--- src/rtl/cis_ldr_pkg.sv ---
package cis_ldr_pkg;
   typedef enum logic [1:0] {
      LD_ISSUE = 2'd0,
      LD_WAIT  = 2'd1,
      LD_DONE  = 2'd2
   } ld_state_e;
endpackage

--- src/rtl/cis_copy_seq.sv ---
module cis_copy_seq
   import cis_ldr_pkg::*;
#(
   parameter int NUM_BYTES = 512,
   parameter int DATA_W    = 8,
   localparam int IDX_W    = $clog2(NUM_BYTES)
) (
   input  logic              clk,
   input  logic              rst,
   output logic [IDX_W-1:0]  ee_addr,
   output logic              ee_req,
   input  logic [DATA_W-1:0] ee_data,
   input  logic              ee_valid,
   output logic              wr_en,
   output logic [IDX_W-1:0]  wr_idx,
   output logic [DATA_W-1:0] wr_data,
   output logic              busy
);
   localparam logic [IDX_W-1:0] LAST_IDX = IDX_W'(NUM_BYTES - 1);

   ld_state_e        state;
   logic [IDX_W-1:0] idx;

   always_ff @(posedge clk) begin
      if (rst) begin
         state <= LD_ISSUE;
         idx   <= '0;
      end else begin
         case (state)
            LD_ISSUE: state <= LD_WAIT;
            LD_WAIT: begin
               if (ee_valid) begin
                  if (idx == LAST_IDX) begin
                     state <= LD_DONE;
                  end else begin
                     idx   <= idx + 1'b1;
                     state <= LD_ISSUE;
                  end
               end
            end
            default: state <= LD_DONE;
         endcase
      end
   end

   always_comb begin
      ee_req  = (state == LD_ISSUE);
      ee_addr = idx;
      wr_en   = (state == LD_WAIT) && ee_valid;
      wr_idx  = idx;
      wr_data = ee_data;
      busy    = (state != LD_DONE);
   end

   // a request lasts exactly one cycle
   assert_req_pulse_R2: assert property (@(posedge clk) disable iff (rst)
      ee_req |=> !ee_req);
   // the fetch index does not move between request and answer
   assert_addr_hold_R2: assert property (@(posedge clk) disable iff (rst)
      (ee_req || (!busy)) |=> $stable(ee_addr));
endmodule

--- src/rtl/cis_byte_ram.sv ---
module cis_byte_ram #(
   parameter int DEPTH   = 512,
   parameter int DATA_W  = 8,
   parameter bit SYNC_RD = 1'b1,
   localparam int AW     = $clog2(DEPTH)
) (
   input  logic              clk,
   input  logic              we,
   input  logic [AW-1:0]     waddr,
   input  logic [DATA_W-1:0] wdata,
   input  logic [AW-1:0]     raddr,
   output logic [DATA_W-1:0] rdata
);
   logic [DATA_W-1:0] mem [DEPTH];

   always_ff @(posedge clk) begin
      if (we) mem[waddr] <= wdata;
   end

   generate
      if (SYNC_RD) begin : g_sync
         always_ff @(posedge clk) rdata <= mem[raddr];
      end else begin : g_async
         assign rdata = mem[raddr];
      end
   endgenerate
endmodule

--- src/rtl/cis_attr_port.sv ---
module cis_attr_port #(
   parameter int              ATTR_AW   = 10,
   parameter int              DATA_W    = 8,
   parameter logic [DATA_W-1:0] FILL_BYTE = '1,
   parameter bit              SYNC_RD   = 1'b1
) (
   input  logic               clk,
   input  logic               rst,
   input  logic               reg_n,
   input  logic               oe_n,
   input  logic               ce_n,
   input  logic [ATTR_AW-1:0] addr,
   input  logic               loaded,
   output logic [ATTR_AW-2:0] ram_raddr,
   input  logic [DATA_W-1:0]  ram_rdata,
   output logic [DATA_W-1:0]  data
);
   logic sel, hit;

   always_comb begin
      sel       = !reg_n && !oe_n && !ce_n;
      hit       = sel && loaded && !addr[0];
      ram_raddr = addr[ATTR_AW-1:1];
   end

   generate
      if (SYNC_RD) begin : g_sync
         logic hit_q;
         always_ff @(posedge clk) begin
            if (rst) hit_q <= 1'b0;
            else     hit_q <= hit;
         end
         assign data = hit_q ? ram_rdata : FILL_BYTE;

         assert_odd_fill_R5: assert property (@(posedge clk) disable iff (rst)
            (sel && addr[0]) |=> (data == FILL_BYTE));
         assert_busy_fill_R6: assert property (@(posedge clk) disable iff (rst)
            (sel && !loaded) |=> (data == FILL_BYTE));
         assert_idle_fill_R7: assert property (@(posedge clk) disable iff (rst)
            !sel |=> (data == FILL_BYTE));
      end else begin : g_async
         assign data = hit ? ram_rdata : FILL_BYTE;

         assert_odd_fill_R5: assert property (@(posedge clk) disable iff (rst)
            (sel && addr[0]) |-> (data == FILL_BYTE));
         assert_busy_fill_R6: assert property (@(posedge clk) disable iff (rst)
            (sel && !loaded) |-> (data == FILL_BYTE));
         assert_idle_fill_R7: assert property (@(posedge clk) disable iff (rst)
            !sel |-> (data == FILL_BYTE));
      end
   endgenerate
endmodule

--- src/rtl/cis_attr_loader.sv ---
module cis_attr_loader #(
   parameter int                NUM_BYTES = 512,
   parameter int                DATA_W    = 8,
   parameter logic [DATA_W-1:0] FILL_BYTE = '1,
   parameter bit                SYNC_RD   = 1'b1,
   localparam int               IDX_W     = $clog2(NUM_BYTES),
   localparam int               ATTR_AW   = IDX_W + 1
) (
   input  logic               clk,
   input  logic               rst,
   output logic [IDX_W-1:0]   ee_addr,
   output logic               ee_req,
   input  logic [DATA_W-1:0]  ee_data,
   input  logic               ee_valid,
   input  logic               host_reg_n,
   input  logic               host_oe_n,
   input  logic               host_ce_n,
   input  logic [ATTR_AW-1:0] host_addr,
   output logic [DATA_W-1:0]  host_data,
   output logic               host_ireq_n
);
   generate
      if (NUM_BYTES < 2 || (NUM_BYTES & (NUM_BYTES - 1)) != 0) begin : g_bad_depth
         $error("cis_attr_loader: NUM_BYTES must be a power of two, at least 2");
      end
      if (DATA_W < 1) begin : g_bad_width
         $error("cis_attr_loader: DATA_W must be positive");
      end
   endgenerate

   logic              wr_en, busy;
   logic [IDX_W-1:0]  wr_idx, rd_idx;
   logic [DATA_W-1:0] wr_data, rd_data;

   cis_copy_seq #(.NUM_BYTES(NUM_BYTES), .DATA_W(DATA_W)) u_seq (
      .clk(clk), .rst(rst),
      .ee_addr(ee_addr), .ee_req(ee_req), .ee_data(ee_data), .ee_valid(ee_valid),
      .wr_en(wr_en), .wr_idx(wr_idx), .wr_data(wr_data), .busy(busy)
   );

   cis_byte_ram #(.DEPTH(NUM_BYTES), .DATA_W(DATA_W), .SYNC_RD(SYNC_RD)) u_ram (
      .clk(clk), .we(wr_en), .waddr(wr_idx), .wdata(wr_data),
      .raddr(rd_idx), .rdata(rd_data)
   );

   cis_attr_port #(.ATTR_AW(ATTR_AW), .DATA_W(DATA_W), .FILL_BYTE(FILL_BYTE),
                   .SYNC_RD(SYNC_RD)) u_port (
      .clk(clk), .rst(rst),
      .reg_n(host_reg_n), .oe_n(host_oe_n), .ce_n(host_ce_n), .addr(host_addr),
      .loaded(!busy), .ram_raddr(rd_idx), .ram_rdata(rd_data), .data(host_data)
   );

   assign host_ireq_n = !busy;

   // once released, the busy line stays released until reset
   assert_ireq_hold_R3: assert property (@(posedge clk) disable iff (rst)
      host_ireq_n |=> host_ireq_n);
   // no EEPROM traffic after the copy has ended
   assert_quiet_after_R3: assert property (@(posedge clk) disable iff (rst)
      host_ireq_n |-> !ee_req);
   // a store write only happens while the card still signals busy
   assert_write_busy_R8: assert property (@(posedge clk) disable iff (rst)
      wr_en |-> !host_ireq_n);
endmodule

--- config.mk ---
export PLATFORM = sky130hd
export DESIGN_NAME = cis_attr_loader
export DESIGN_NICKNAME = d
export VERILOG_FILES = /design/src/rtl/cis_ldr_pkg.sv /design/src/rtl/cis_copy_seq.sv /design/src/rtl/cis_byte_ram.sv /design/src/rtl/cis_attr_port.sv /design/src/rtl/cis_attr_loader.sv
export SDC_FILE = /design/constraint.sdc
export NUM_CORES = 2
export LEC_CHECK = 0
export BUFFER_PORTS_ARGS = -buffer_cell sky130_fd_sc_hd__buf_4
export CAP_MARGIN = 15
export CORE_UTILIZATION = 57
export DETAILED_ROUTE_END_ITERATION = 10
export HOLD_SLACK_MARGIN = 0.08
export PLACE_DENSITY = 0.71
export SYNTH_ARGS = -nofsm -noshare
export SYNTH_HDL_FRONTEND = slang
export SYNTH_HIERARCHICAL = 1
export SYNTH_SLANG_ARGS = --single-unit
--- constraint.sdc ---
create_clock -name clk -period 3 [get_ports clk]
set_input_delay 0.45 -clock clk [delete_from_list [all_inputs] [get_ports clk]]
set_output_delay 0.45 -clock clk [all_outputs]
set_load 0.005 [all_outputs]
==> metrics.md <==
| Metric | Value |
|---|---|
| Crit path capture type | register |
| Simple-gate share of the synthesized area | 2.76% |
| Critical path required time | 3900 ps |
| Most frequent cells after synthesis | edfxtp_1, mux2i_1, mux4_2 |
| Vias in the first global route | 88250 |
| Fin worst setup slack | -4.41 ps |
| Final Non-Filler Cells | 13512 |
| H-tree depth | 5 |
| Cell count after synthesis | 8127 |
| Fraction of registers with async set/reset | 0% |
| Input/output buffers | 42 |
| P&R area growth vs syn | 17.7% |
| Pin count of the biggest net entering global routing | 127 |
| HP Class | in -> reg |
| Clock sinks | 4116 |
| Placed cells | 12739 |
| Post-Syn Area | 0.161 mm² |
| Number of post-CTS setup repair buffers | 0 |
| CP max-delay cell | o21ai_0 |
| Register area share after synthesis | 76.8% |
| Final count of hold timing violations | 0 |
| Final min period | 3000 ps |
| Average wire per standard cell | 31.2 µm |
| Final Max Slew Viols | 0 |
| Drt pass-1 iters | 10 |
| Clock transition at path regs | 60 ps |
| Final ANT Viol Nets | 0 |
| Failing checks | negative setup slack |
| Vias per cell | 6.56 |
| PnR Total Power | 121 mW |
| Die X | 533 µm |
| Maximum Capacitance Violations | 0 |
| Syn_nets | 8153 |
| Count of cell types in the netlist | 58 |
| Yosys top cell area share | 76.5% |
| First-pass GRT wire length | 611000 µm |
| Number of flops mapped to enable cells by yosys | 4096 |
| Critical-path cell list | mux2i_1 -> o221ai_1 -> buf_4 -> o22ai_1 -> o21ai_0 -> buf_4 -> nand4_1 -> nor4_1 -> o2111a_1 |
| Post-synthesis adder-cell area fraction | 0.0156% |
| CP Class | reg -> reg |
| Synth warn | 6 |
| Clock Path Buffers | 4 |
| Mux share of post-synthesis cell area | 14.1% |
| GRT Resource Usage Total | 29.7% |
| Fin crit share | 100% |
| Lkg Pwr | 63.2 nW |
| Mapped Avg Cell Area | 19.8 µm² |
| Die ar. | 0.284 mm² |
| Worst slew pin tran | 1170 ps |
| Root Buffer | clkbuf_16 |
| Startpoint types | register |
| Inserted Clock Buffers | 408 |
| Top area cells in the synthesized netlist | edfxtp_1, mux4_2, mux2i_1, o221ai_1, nor2_1 |
| CP most frequent cell | buf_4 |
| Largest family of logic cells by synthesized area | multiplexers |
| Initial drt markers | 11777 |
| Top_reg_cell synth | edfxtp_1 |
| Final setup fails | 1 |
| Max incr delay on CP | 800 ps |
| Synth Area in Compound Gates | 4.35% |
| Synth area leader | edfxtp_1 |
| Grt ovf | 0 |
| Core ar. | 0.280 mm² |
| Fraction of layout cells with a size suffix above 1 | 27.8% |
| RSZ-0062 raised after global routing | false |
| Max-slew headroom | 21.0% |
| DRC | 0 |
| Pre-CTS setup slack | -834 ps |
| Arrival @ worst endpoint | 3910 ps |
| Synth Register Bits | 4116 |
| Detailed Place HPWL | 268000 µm |
| PwrDens | 639 mW/mm² |
| Status | complete, but fails checks |
| Fin nets | 9464 |
| Vias | 88586 |
| Reg2reg path depth | 9 |
| Starting Density | 57.4% |
| Clock Skew | 61.7 ps |
| CTS tree | done |
| Initial antenna violation count | 21 |
| Final GP Congestion | 0.981 |
| Detailed Route WL | 422000 µm |
| Max rail drop VDD | 550 µV |
| Rows | 194 |
| Worst hold path stage count | 4 |
| Clock latency on the worst-skew pair | 970 ps |
| IO Count | 43 |
| Max frequency | 333 MHz |
| Max FO, Critical Path | 2 |
| Die Y | 533 µm |
| Most common cell in the synthesized netlist | edfxtp_1 |
| Sum Neg Setup Slack | -4.41 ps |
| Post-Synth XOR/XNOR Area | 0.00545% |
[sequential cells by signal (all words and copies together), names as in the netlist]
name and cells:
u_ram/mem 4096, u_seq/ee_addr 9, u_ram/rdata 8, u_seq/state 2, u_port/g_sync.hit_q 1
[path summary, 6_finish.rpt]
kind	from	to	slack [ps]
max	u_ram/mem[184][7]	u_ram/rdata[7]	-4
min reg2reg	u_seq/state[1]	u_seq/state[1]	630
min	host_addr[4]	u_ram/rdata[1]	170
max reg2reg	u_ram/mem[184][7]	u_ram/rdata[7]	-4
[metal layers]
metal,vias to the layer above,GRT usage [%],share of wire (%),wire length (µm)
li1,36378,-,-,-
met1,45663,41.4,37,158000
met2,5590,46.6,47,199000
met3,947,6.23,11,46900
met4,8,10.8,4.2,17800
met5,-,0,0.011,46
[critical path, delay by kind of cell (launching register included)]
family	cells	cell delay, ps
muxes	1	80
DFF	1	330
and+or+nand+nor	2	720
buffers and inverters	2	420
AOI/OAI and AO/OA	4	1390
[area by class of cell]
| class | count | area [µm²] |
|---|---|---|
| flip-flops and latches | 4116 | 123000 |
| fillers | 17249 | 90600 |
| multi-input cells | 3464 | 34300 |
| repair buffers | 1442 | 13200 |
| clock buffers | 475 | 10500 |
| well taps | 3724 | 4660 |
| clock inverters | 276 | 3060 |
| inverters | 6 | 30.0 |
| diodes | 9 | 22.5 |
[cells in the final DEF (no fill, tap or decap), drive strengths merged, types with 5 or more instances in the layout]
cell	n
edfxtp	4096
buf	1429
mux2i	797
mux4	654
nor2	602
clkbuf	475
o221ai	372
a21oi	202
clkinv	198
o22ai	163
o21ai	121
nand2	118
nor3	110
a22oi	61
bufinv	52
nand3	39
nor4	36
nand4	33
dfxtp	20
and2	20
a211oi	18
o31ai	17
inv	17
clkinvlp	15
dlygate4sd3	13
nand2b	13
diode	9
or3	8
o2111a	8
nor3b	8
o41ai	7
o311ai	6
nor2b	6
a22o	5
or2	5
[power by group]
group	total, mW	leakage [nW]	internal (mW)	switching, mW
clock network	51.4	6.59	29.6	21.8
logic	6.23	19.6	2.38	3.85
registers	63.3	37.0	63.2	0.0744
total	121	63.2	95.3	25.7
[cells by family after synthesis]
logic type      Yosys count
fa+ha+maj                 2
mux                    1451
flops                  4116
xor+xnor                  1
compound gates          995
buf+inv                 547
simple gates           1015
[through the flow]
| stage | util (%) | hold WS (ps) | area [µm²] |
|---|---|---|---|
| after floorplan | - | 482 | 161000 |
| after global placement | 62.7 | 524 | 176000 |
| after global routing | 67.6 | 145 | 189000 |
| after detailed placement | 62.7 | 553 | 176000 |
| after CTS | 67.6 | 111 | 189000 |
| final | 67.6 | 168 | 189000 |
[repair_timing]
action | 4_1_cts | 5_1_grt
gates resized for setup | 0 | 2
hold buffers | 13 | 0
hold endpoints to repair | 283 | 0
endpoints found under the setup margin | 0 | 2
Note: power is estimated with default switching activity, not from simulation.
